## src/rtl/shf_pkg.sv

```systemverilog
// Package: shared types for the flag-producing shifter.
// Assumes a 2-bit operation code; the code 2'b11 is treated as a left shift.
package shf_pkg;

    typedef enum logic [1:0] {
        SHK_LSL = 2'b00,
        SHK_LSR = 2'b01,
        SHK_ASR = 2'b10,
        SHK_ALT = 2'b11
    } shift_kind_e;

    typedef struct packed {
        logic n;
        logic z;
        logic v;
        logic c;
        logic x;
    } ccr_t;

endpackage

```

## src/rtl/shf_amount.sv

```systemverilog
// Module: shf_amount
// Decodes the operation code and clamps the raw count to the barrel's range.
// Assumes the count field can express values above WIDTH. Logical shifts past
// WIDTH are flagged for flushing. Arithmetic shifts past WIDTH are clamped to WIDTH,
// which fills the word with the sign bit and moves the sign into the carry.
module shf_amount
    import shf_pkg::*;
#(
    parameter int WIDTH = 32,
    parameter int CNT_W = 6,
    localparam int AMT_W = $clog2(WIDTH + 1)
) (
    input  logic [CNT_W-1:0] count,
    input  shift_kind_e      kind,
    output logic [AMT_W-1:0] amt,
    output logic             is_right,
    output logic             is_arith,
    output logic             flush,
    output logic             nonzero
);

    localparam logic [CNT_W-1:0] CNT_FULL = CNT_W'(WIDTH);

    // Purpose: classify the operation and derive the clamped distance.
    always_comb begin
        is_right = (kind == SHK_LSR) || (kind == SHK_ASR);
        is_arith = (kind == SHK_ASR);
        nonzero  = (count != '0);
        flush    = !is_arith && (count > CNT_FULL);
        amt      = (count >= CNT_FULL) ? AMT_W'(WIDTH) : AMT_W'(count);
    end

endmodule

```

## src/rtl/shf_barrel.sv

```systemverilog
// Module: shf_barrel
// A logarithmic right-shifting barrel over WIDTH+1 bits. The extra low bit catches
// the last bit shifted out, which becomes the carry. A left shift is done by reversing
// the word, shifting it right, and reversing it back.
// Assumes amt <= WIDTH.
module shf_barrel #(
    parameter int WIDTH = 32,
    localparam int AMT_W = $clog2(WIDTH + 1),
    localparam int EXT_W = WIDTH + 1
) (
    input  logic [WIDTH-1:0] val,
    input  logic [AMT_W-1:0] amt,
    input  logic             is_right,
    input  logic             is_arith,
    output logic [WIDTH-1:0] res,
    output logic             carry
);

    logic [WIDTH-1:0] src;
    logic [WIDTH-1:0] shifted;
    logic [EXT_W-1:0] stg [0:AMT_W];
    logic             fill;

    assign fill   = is_right & is_arith & val[WIDTH-1];
    assign stg[0] = {src, 1'b0};

    genvar gi;
    generate
        for (gi = 0; gi < WIDTH; gi++) begin : g_rev
            // Purpose: mirror the word on the way in and out for left shifts.
            assign src[gi] = is_right ? val[gi] : val[WIDTH-1-gi];
            assign res[gi] = is_right ? shifted[gi] : shifted[WIDTH-1-gi];
        end
        for (gi = 0; gi < AMT_W; gi++) begin : g_stage
            localparam int SH = 1 << gi;
            // Purpose: one power-of-two step of the right shift with fill.
            assign stg[gi+1] = amt[gi] ? {{SH{fill}}, stg[gi][EXT_W-1:SH]} : stg[gi];
        end
    endgenerate

    assign shifted = stg[AMT_W][EXT_W-1:1];
    assign carry   = stg[AMT_W][0];

endmodule

```

## src/rtl/shf_flags.sv

```systemverilog
// Module: shf_flags
// Forms the condition flags from the final word and the carry out of the barrel.
// Assumes the caller has already forced the word and the carry for flushed shifts.
module shf_flags
    import shf_pkg::*;
#(
    parameter int WIDTH = 32
) (
    input  logic [WIDTH-1:0] word,
    input  logic             carry,
    input  logic             nonzero,
    input  logic             c_prev,
    input  logic             x_prev,
    output ccr_t             ccr
);

    // Purpose: derive N/Z from the word and C/X from the count rule.
    always_comb begin
        ccr.n = word[WIDTH-1];
        ccr.z = (word == '0);
        ccr.v = 1'b0;
        ccr.c = nonzero ? carry : c_prev;
        ccr.x = nonzero ? carry : x_prev;
    end

endmodule

```

## src/rtl/flag_shifter.sv

```systemverilog
// Module: flag_shifter (top)
// A registered word shifter with condition flags. It has one pipeline stage.
// Assumes synchronous active-low reset. The outputs keep their values while no
// request is presented.
module flag_shifter
    import shf_pkg::*;
#(
    parameter int WIDTH = 32,
    parameter int CNT_W = 6,
    localparam int AMT_W = $clog2(WIDTH + 1)
) (
    input  logic             clk,
    input  logic             rst_n,
    input  logic             op_valid,
    input  logic [WIDTH-1:0] op_word,
    input  logic [CNT_W-1:0] shift_count,
    input  logic [1:0]       shift_kind,
    input  logic             carry_in,
    input  logic             extend_in,
    output logic             res_valid,
    output logic [WIDTH-1:0] res_word,
    output logic             flag_n,
    output logic             flag_z,
    output logic             flag_v,
    output logic             flag_c,
    output logic             flag_x
);

    logic [AMT_W-1:0] amt;
    logic             is_right, is_arith, flush, nonzero;
    logic [WIDTH-1:0] bar_res, word_sel;
    logic             bar_carry, carry_sel;
    ccr_t             ccr_d, ccr_q;
    shift_kind_e      kind;

    assign kind = shift_kind_e'(shift_kind);

    shf_amount #(.WIDTH(WIDTH), .CNT_W(CNT_W)) u_amount (
        .count    (shift_count),
        .kind     (kind),
        .amt      (amt),
        .is_right (is_right),
        .is_arith (is_arith),
        .flush    (flush),
        .nonzero  (nonzero)
    );

    shf_barrel #(.WIDTH(WIDTH)) u_barrel (
        .val      (op_word),
        .amt      (amt),
        .is_right (is_right),
        .is_arith (is_arith),
        .res      (bar_res),
        .carry    (bar_carry)
    );

    // Purpose: zero the word and the carry for logical shifts past the width.
    always_comb begin
        word_sel  = flush ? '0 : bar_res;
        carry_sel = flush ? 1'b0 : bar_carry;
    end

    shf_flags #(.WIDTH(WIDTH)) u_flags (
        .word    (word_sel),
        .carry   (carry_sel),
        .nonzero (nonzero),
        .c_prev  (carry_in),
        .x_prev  (extend_in),
        .ccr     (ccr_d)
    );

    // Purpose: output register; capture on a request, hold otherwise.
    always_ff @(posedge clk) begin
        if (!rst_n) begin
            res_valid <= 1'b0;
            res_word  <= '0;
            ccr_q     <= '0;
        end else begin
            res_valid <= op_valid;
            if (op_valid) begin
                res_word <= word_sel;
                ccr_q    <= ccr_d;
            end
        end
    end

    assign flag_n = ccr_q.n;
    assign flag_z = ccr_q.z;
    assign flag_v = ccr_q.v;
    assign flag_c = ccr_q.c;
    assign flag_x = ccr_q.x;

    localparam logic [CNT_W-1:0] CNT_FULL = CNT_W'(WIDTH);

    AST_ZERO_PASS: assert property (@(posedge clk) disable iff (!rst_n)
        (op_valid && shift_count == '0) |=> (res_word == $past(op_word)
            && flag_c == $past(carry_in) && flag_x == $past(extend_in)));

    AST_FAR_LOGIC: assert property (@(posedge clk) disable iff (!rst_n)
        (op_valid && shift_kind != 2'b10 && shift_count > CNT_FULL)
            |=> (res_word == '0 && !flag_c));

    AST_SIGN_FILL: assert property (@(posedge clk) disable iff (!rst_n)
        (op_valid && shift_kind == 2'b10 && shift_count >= CNT_FULL)
            |=> (res_word == {WIDTH{$past(op_word[WIDTH-1])}}
                 && flag_c == $past(op_word[WIDTH-1])));

    AST_EXT_FOLLOW: assert property (@(posedge clk) disable iff (!rst_n)
        (op_valid && shift_count != '0) |=> (flag_x == flag_c));

    AST_NO_OVF: assert property (@(posedge clk) disable iff (!rst_n)
        res_valid |-> !flag_v);

    AST_IDLE_HOLD: assert property (@(posedge clk) disable iff (!rst_n)
        (!op_valid && $past(rst_n)) |=> ($stable(res_word) && $stable(ccr_q)));

endmodule

```

## config.mk

```make
export PLATFORM = sky130hd
export DESIGN_NAME = flag_shifter
export DESIGN_NICKNAME = d
export VERILOG_FILES = /design/src/rtl/shf_pkg.sv /design/src/rtl/shf_amount.sv /design/src/rtl/shf_barrel.sv /design/src/rtl/shf_flags.sv /design/src/rtl/flag_shifter.sv
export SDC_FILE = /design/constraint.sdc
export NUM_CORES = 1
export LEC_CHECK = 0
export ABC_AREA = 0
export BUFFER_PORTS_ARGS = -buffer_cell sky130_fd_sc_hd__buf_2
export CAP_MARGIN = 25
export CORE_UTILIZATION = 50
export DETAILED_ROUTE_END_ITERATION = 12
export GPL_ROUTABILITY_DRIVEN = 0
export GPL_TIMING_DRIVEN = 0
export PLACE_DENSITY = 0.8
export SYNTH_ARGS = -nofsm -noshare
export SYNTH_HDL_FRONTEND = slang
export SYNTH_HIERARCHICAL = 1
export SYNTH_SLANG_ARGS = --single-unit
```

## constraint.sdc

```tcl
create_clock -name clk -period 7.3 [get_ports clk]
set_clock_uncertainty 0.1 [all_clocks]
set_input_delay 0.73 -clock clk [delete_from_list [all_inputs] [get_ports clk]]
set_output_delay 0.73 -clock clk [all_outputs]
set_load 0.02 [all_outputs]
```

==> key figures <==
Critical path
  – RR Startpoint: res_word[28]
  – R2R Path End: res_word[28]
  – Worst path required time: 7.42 ns
  – Crit path launch type: input pin
  – Top delay family on crit path: buffers and inverters
  – Slowest CP cell: clkbuf_1
  – WP depth: 17
  – Crit path cell chain: buf_2 -> inv_1 -> ha_1 -> inv_1 -> inv_1 -> clkbuf_1 -> clkbuf_1 -> mux4_2 -> nor2b_1 -> nor4_1 -> o21ai_0 -> nor2b_1 -> nor4_1 -> nand4_1 -> nor2_1 -> mux2i_1 -> nor2b_1
  – Worst Setup End Kind: flip-flop
  – Crit path kind: in2reg
  – Arrival time at the worst endpoint: ~5 ns
  – Reg2reg setup slack: around 6.4 ns
  – Max FO, Critical Path: 10
  – Reg2Reg Depth: 2
  – CP peak stage delay: 0.65 ns
  – Worst path bufs/invs: 6

STA
  – RSZ-0062 raised after global routing: false
  – Tightest Pin Transition: 0.804 ns
  – Tcrit/Tclk final: 65.8%
  – Final setup violating endpoints: 0
  – Slew HR: roughly 46%
  – Min Tclk post-route: 4.81 ns
  – Max Clk Rate: 0.208 GHz
  – Count of final max-slew check failures: 0
  – Total negative slack: 0 ns
  – Final setup margin: 2.49 ns
  – Fin. Hold Viols: 0
  – Final hold slack: 0.419 ns

Status
  – Status: finished, final reports clean

Drt
  – Via count: 6727
  – WL final: 22100 µm
  – Detailed-route vias per instance: 7.09
  – Post-DR wirelength/cell: between 20 and 25 µm
  – Post-route DRC violation count: 0
  – Drt pass-1 iters: 8
  – ANT nets after route: 0
  – Initial DRC count: 1056

Yosys
  – Top-area cell type share of the netlist area: 16.9%
  – Ys flop type: dfxtp_1
  – YS warnings: 6
  – Mapped cell area: 6140 µm²
  – Cells after Synth: ~720
  – Top cells by count, synth: nor2b_1 (86), mux2i_1 (62), nand2_1 (51), mux4_2 (46), nor2_1 (43)
  – Top-count cell post-synth: nor2b_1
  – Syn_area_per_cell: 8.58 µm²
  – Post-synth EDFFs: 0
  – Syn nets: 762
  – Synth Register Bits: 38
  – Area leader, netlist: mux4_2
  – Ys async rst share: 0%
  – Post-synth cell types: 71
  – Seq/Total Area, Yosys: 12.4%
  – Synth area leaders: mux4_2 (17%), dfxtp_1 (12%), mux2i_1 (10%)

Worst hold path
  – Hold path startpoint: flag_v
  – Hold Path Cell Cnt: 2
  – End of the worst hold path: flag_v
  – Worst hold path type: reg2reg

Global route
  – Largest net degree at the start of global routing: 13
  – Vias in the first global route: 6284
  – GRT Total Usage: around a third
  – Initial antenna violation count: 0
  – First-pass GRT wire length: between 30000 and 40000 µm
  – Total grt overflow: 0

Layout
  – Final #Nets: 847
  – Share of post-route cells with drive strength above 1: 25.7%
  – Filler cells: 1102
  – Diode count: 0
  – Fin util: 57.2%
  – Syn-to-layout area delta: 11.8%

Floorplanning
  – Initial Util: 51.1%
  – Site Rows: 40
  – Die extent in y: approximately 110 µm
  – Die area: 12700 µm²
  – Core area: 12000 µm²
  – I/O pin count: 83
  – Die width: 113 µm

Pwr
  – Leakage: 2.73 nW
  – Worst VDD drop: roughly 0.000085 V
  – PD cells: 143 nW/µm²

CTS
  – Root buffer cell: clkbuf_16
  – Post CTS Setup Buffer Count: 0
  – CTS tree: yes
  – Clock buffer depth: 2
  – Post-CTS sizing: 0
  – Clk slew on worst S/H paths: ~0.060 ns
  – CTS Buf Count: 5
  – Hold-fix buffers, CTS: 0
  – H-tree Lvls: 2
  – Worst-Skew Late Latency: 0.28 ns
  – Sink Count: 38

Run
  – Max cap viols: 0

Placed design
  – Post-Place Setup Slack: 2.40 ns
  – I/O Buffers: 78
  – Detailed Place HPWL: 16700 µm
cells in the final DEF, fill, tap and decap left out, drive strengths merged, types with 4 or more instances in the layout:
cell / count
a31oi: 9
mux2i: 62
a22o: 35
nor2b: 86
nand2b: 13
a211oi: 6
buf: 122
nand3: 14
o31ai: 5
nor4: 14
o211ai: 6
o22a: 6
o21ai: 21
mux2: 25
a21o: 4
o22ai: 10
nor3: 12
nand2: 51
or3: 7
nand4: 4
and2: 8
o21a: 8
dfxtp: 38
o221ai: 5
inv: 8
mux4: 53
nor2: 43
clkbuf: 40
a21oi: 27
a22oi: 11
power breakdown:
group	switching [mW]	total (mW)	internal, mW
registers	0.00494	0.224	0.219
clock network	0.0816	0.217	0.135
logic	0.319	0.541	0.222
total	0.406	0.982	0.576
metal layers:
metal	GRT usage (%)	wire, µm	up-vias
li1	-	-	2929
met4	20.3	1470	0
met5	0	0	-
met2	53.2	9360	601
met3	7.98	3000	138
met1	44.2	8230	3059
registers in the layout, indices dropped and copies added (netlist names):
signal and flops:
flag_c 1, flag_n 1, flag_v 1, flag_x 1
flag_z 1, res_valid 1, res_word 32
cell families after synthesis:
family / after synthesis / share of synthesized area, %
adder cells (fa/ha/maj): 1 / 0.204
other: 1 / 0.0610
AO/OA/AOI/OAI: 184 / 22.0
XOR/XNOR: 1 / 0.143
AND/OR/NAND/NOR: 263 / 23.1
flip-flops: 38 / 12.4
buffers and inverters: 88 / 7.52
multiplexers: 140 / 34.6
per-stage QoR:
step	total power [mW]	cell area, µm²	cells
after floorplan	0.596	6140	716
after global placement	0.737	6720	941
after detailed placement	0.742	6720	941
after CTS	0.958	6870	949
after global routing	1.02	6870	949
final	0.982	6870	949
worst reg2reg max path, cell delays in order (launching register included):
cell	delay, ns
dfxtp_1	0.32
nor2b_1	0.13
a22o_1	0.22
worst max-delay path by stage:
stage	from	slack [ns]	end
2_1_floorplan	shift_count[0]	3.58	flag_z
3_3_place_gp	shift_kind[0]	2.44	flag_z
3_5_place_dp	shift_kind[0]	2.40	flag_z
4_1_cts	shift_kind[0]	2.65	flag_z
5_1_grt	shift_kind[0]	2.27	flag_z
6_report	shift_kind[0]	2.49	flag_z
cell type report:
type	count	area, µm²	share of cell area, %
tap	147	184	2.68
multi-input combinational	590	4920	71.6
buffer	78	424	6.17
clock inverter	2	12.5	0.182
timing repair buffer	78	390	5.68
inverter	10	37.5	0.546
clock buffer	6	139	2.02
sequential	38	761	11.1
Note: power is estimated with default switching activity, not from simulation.
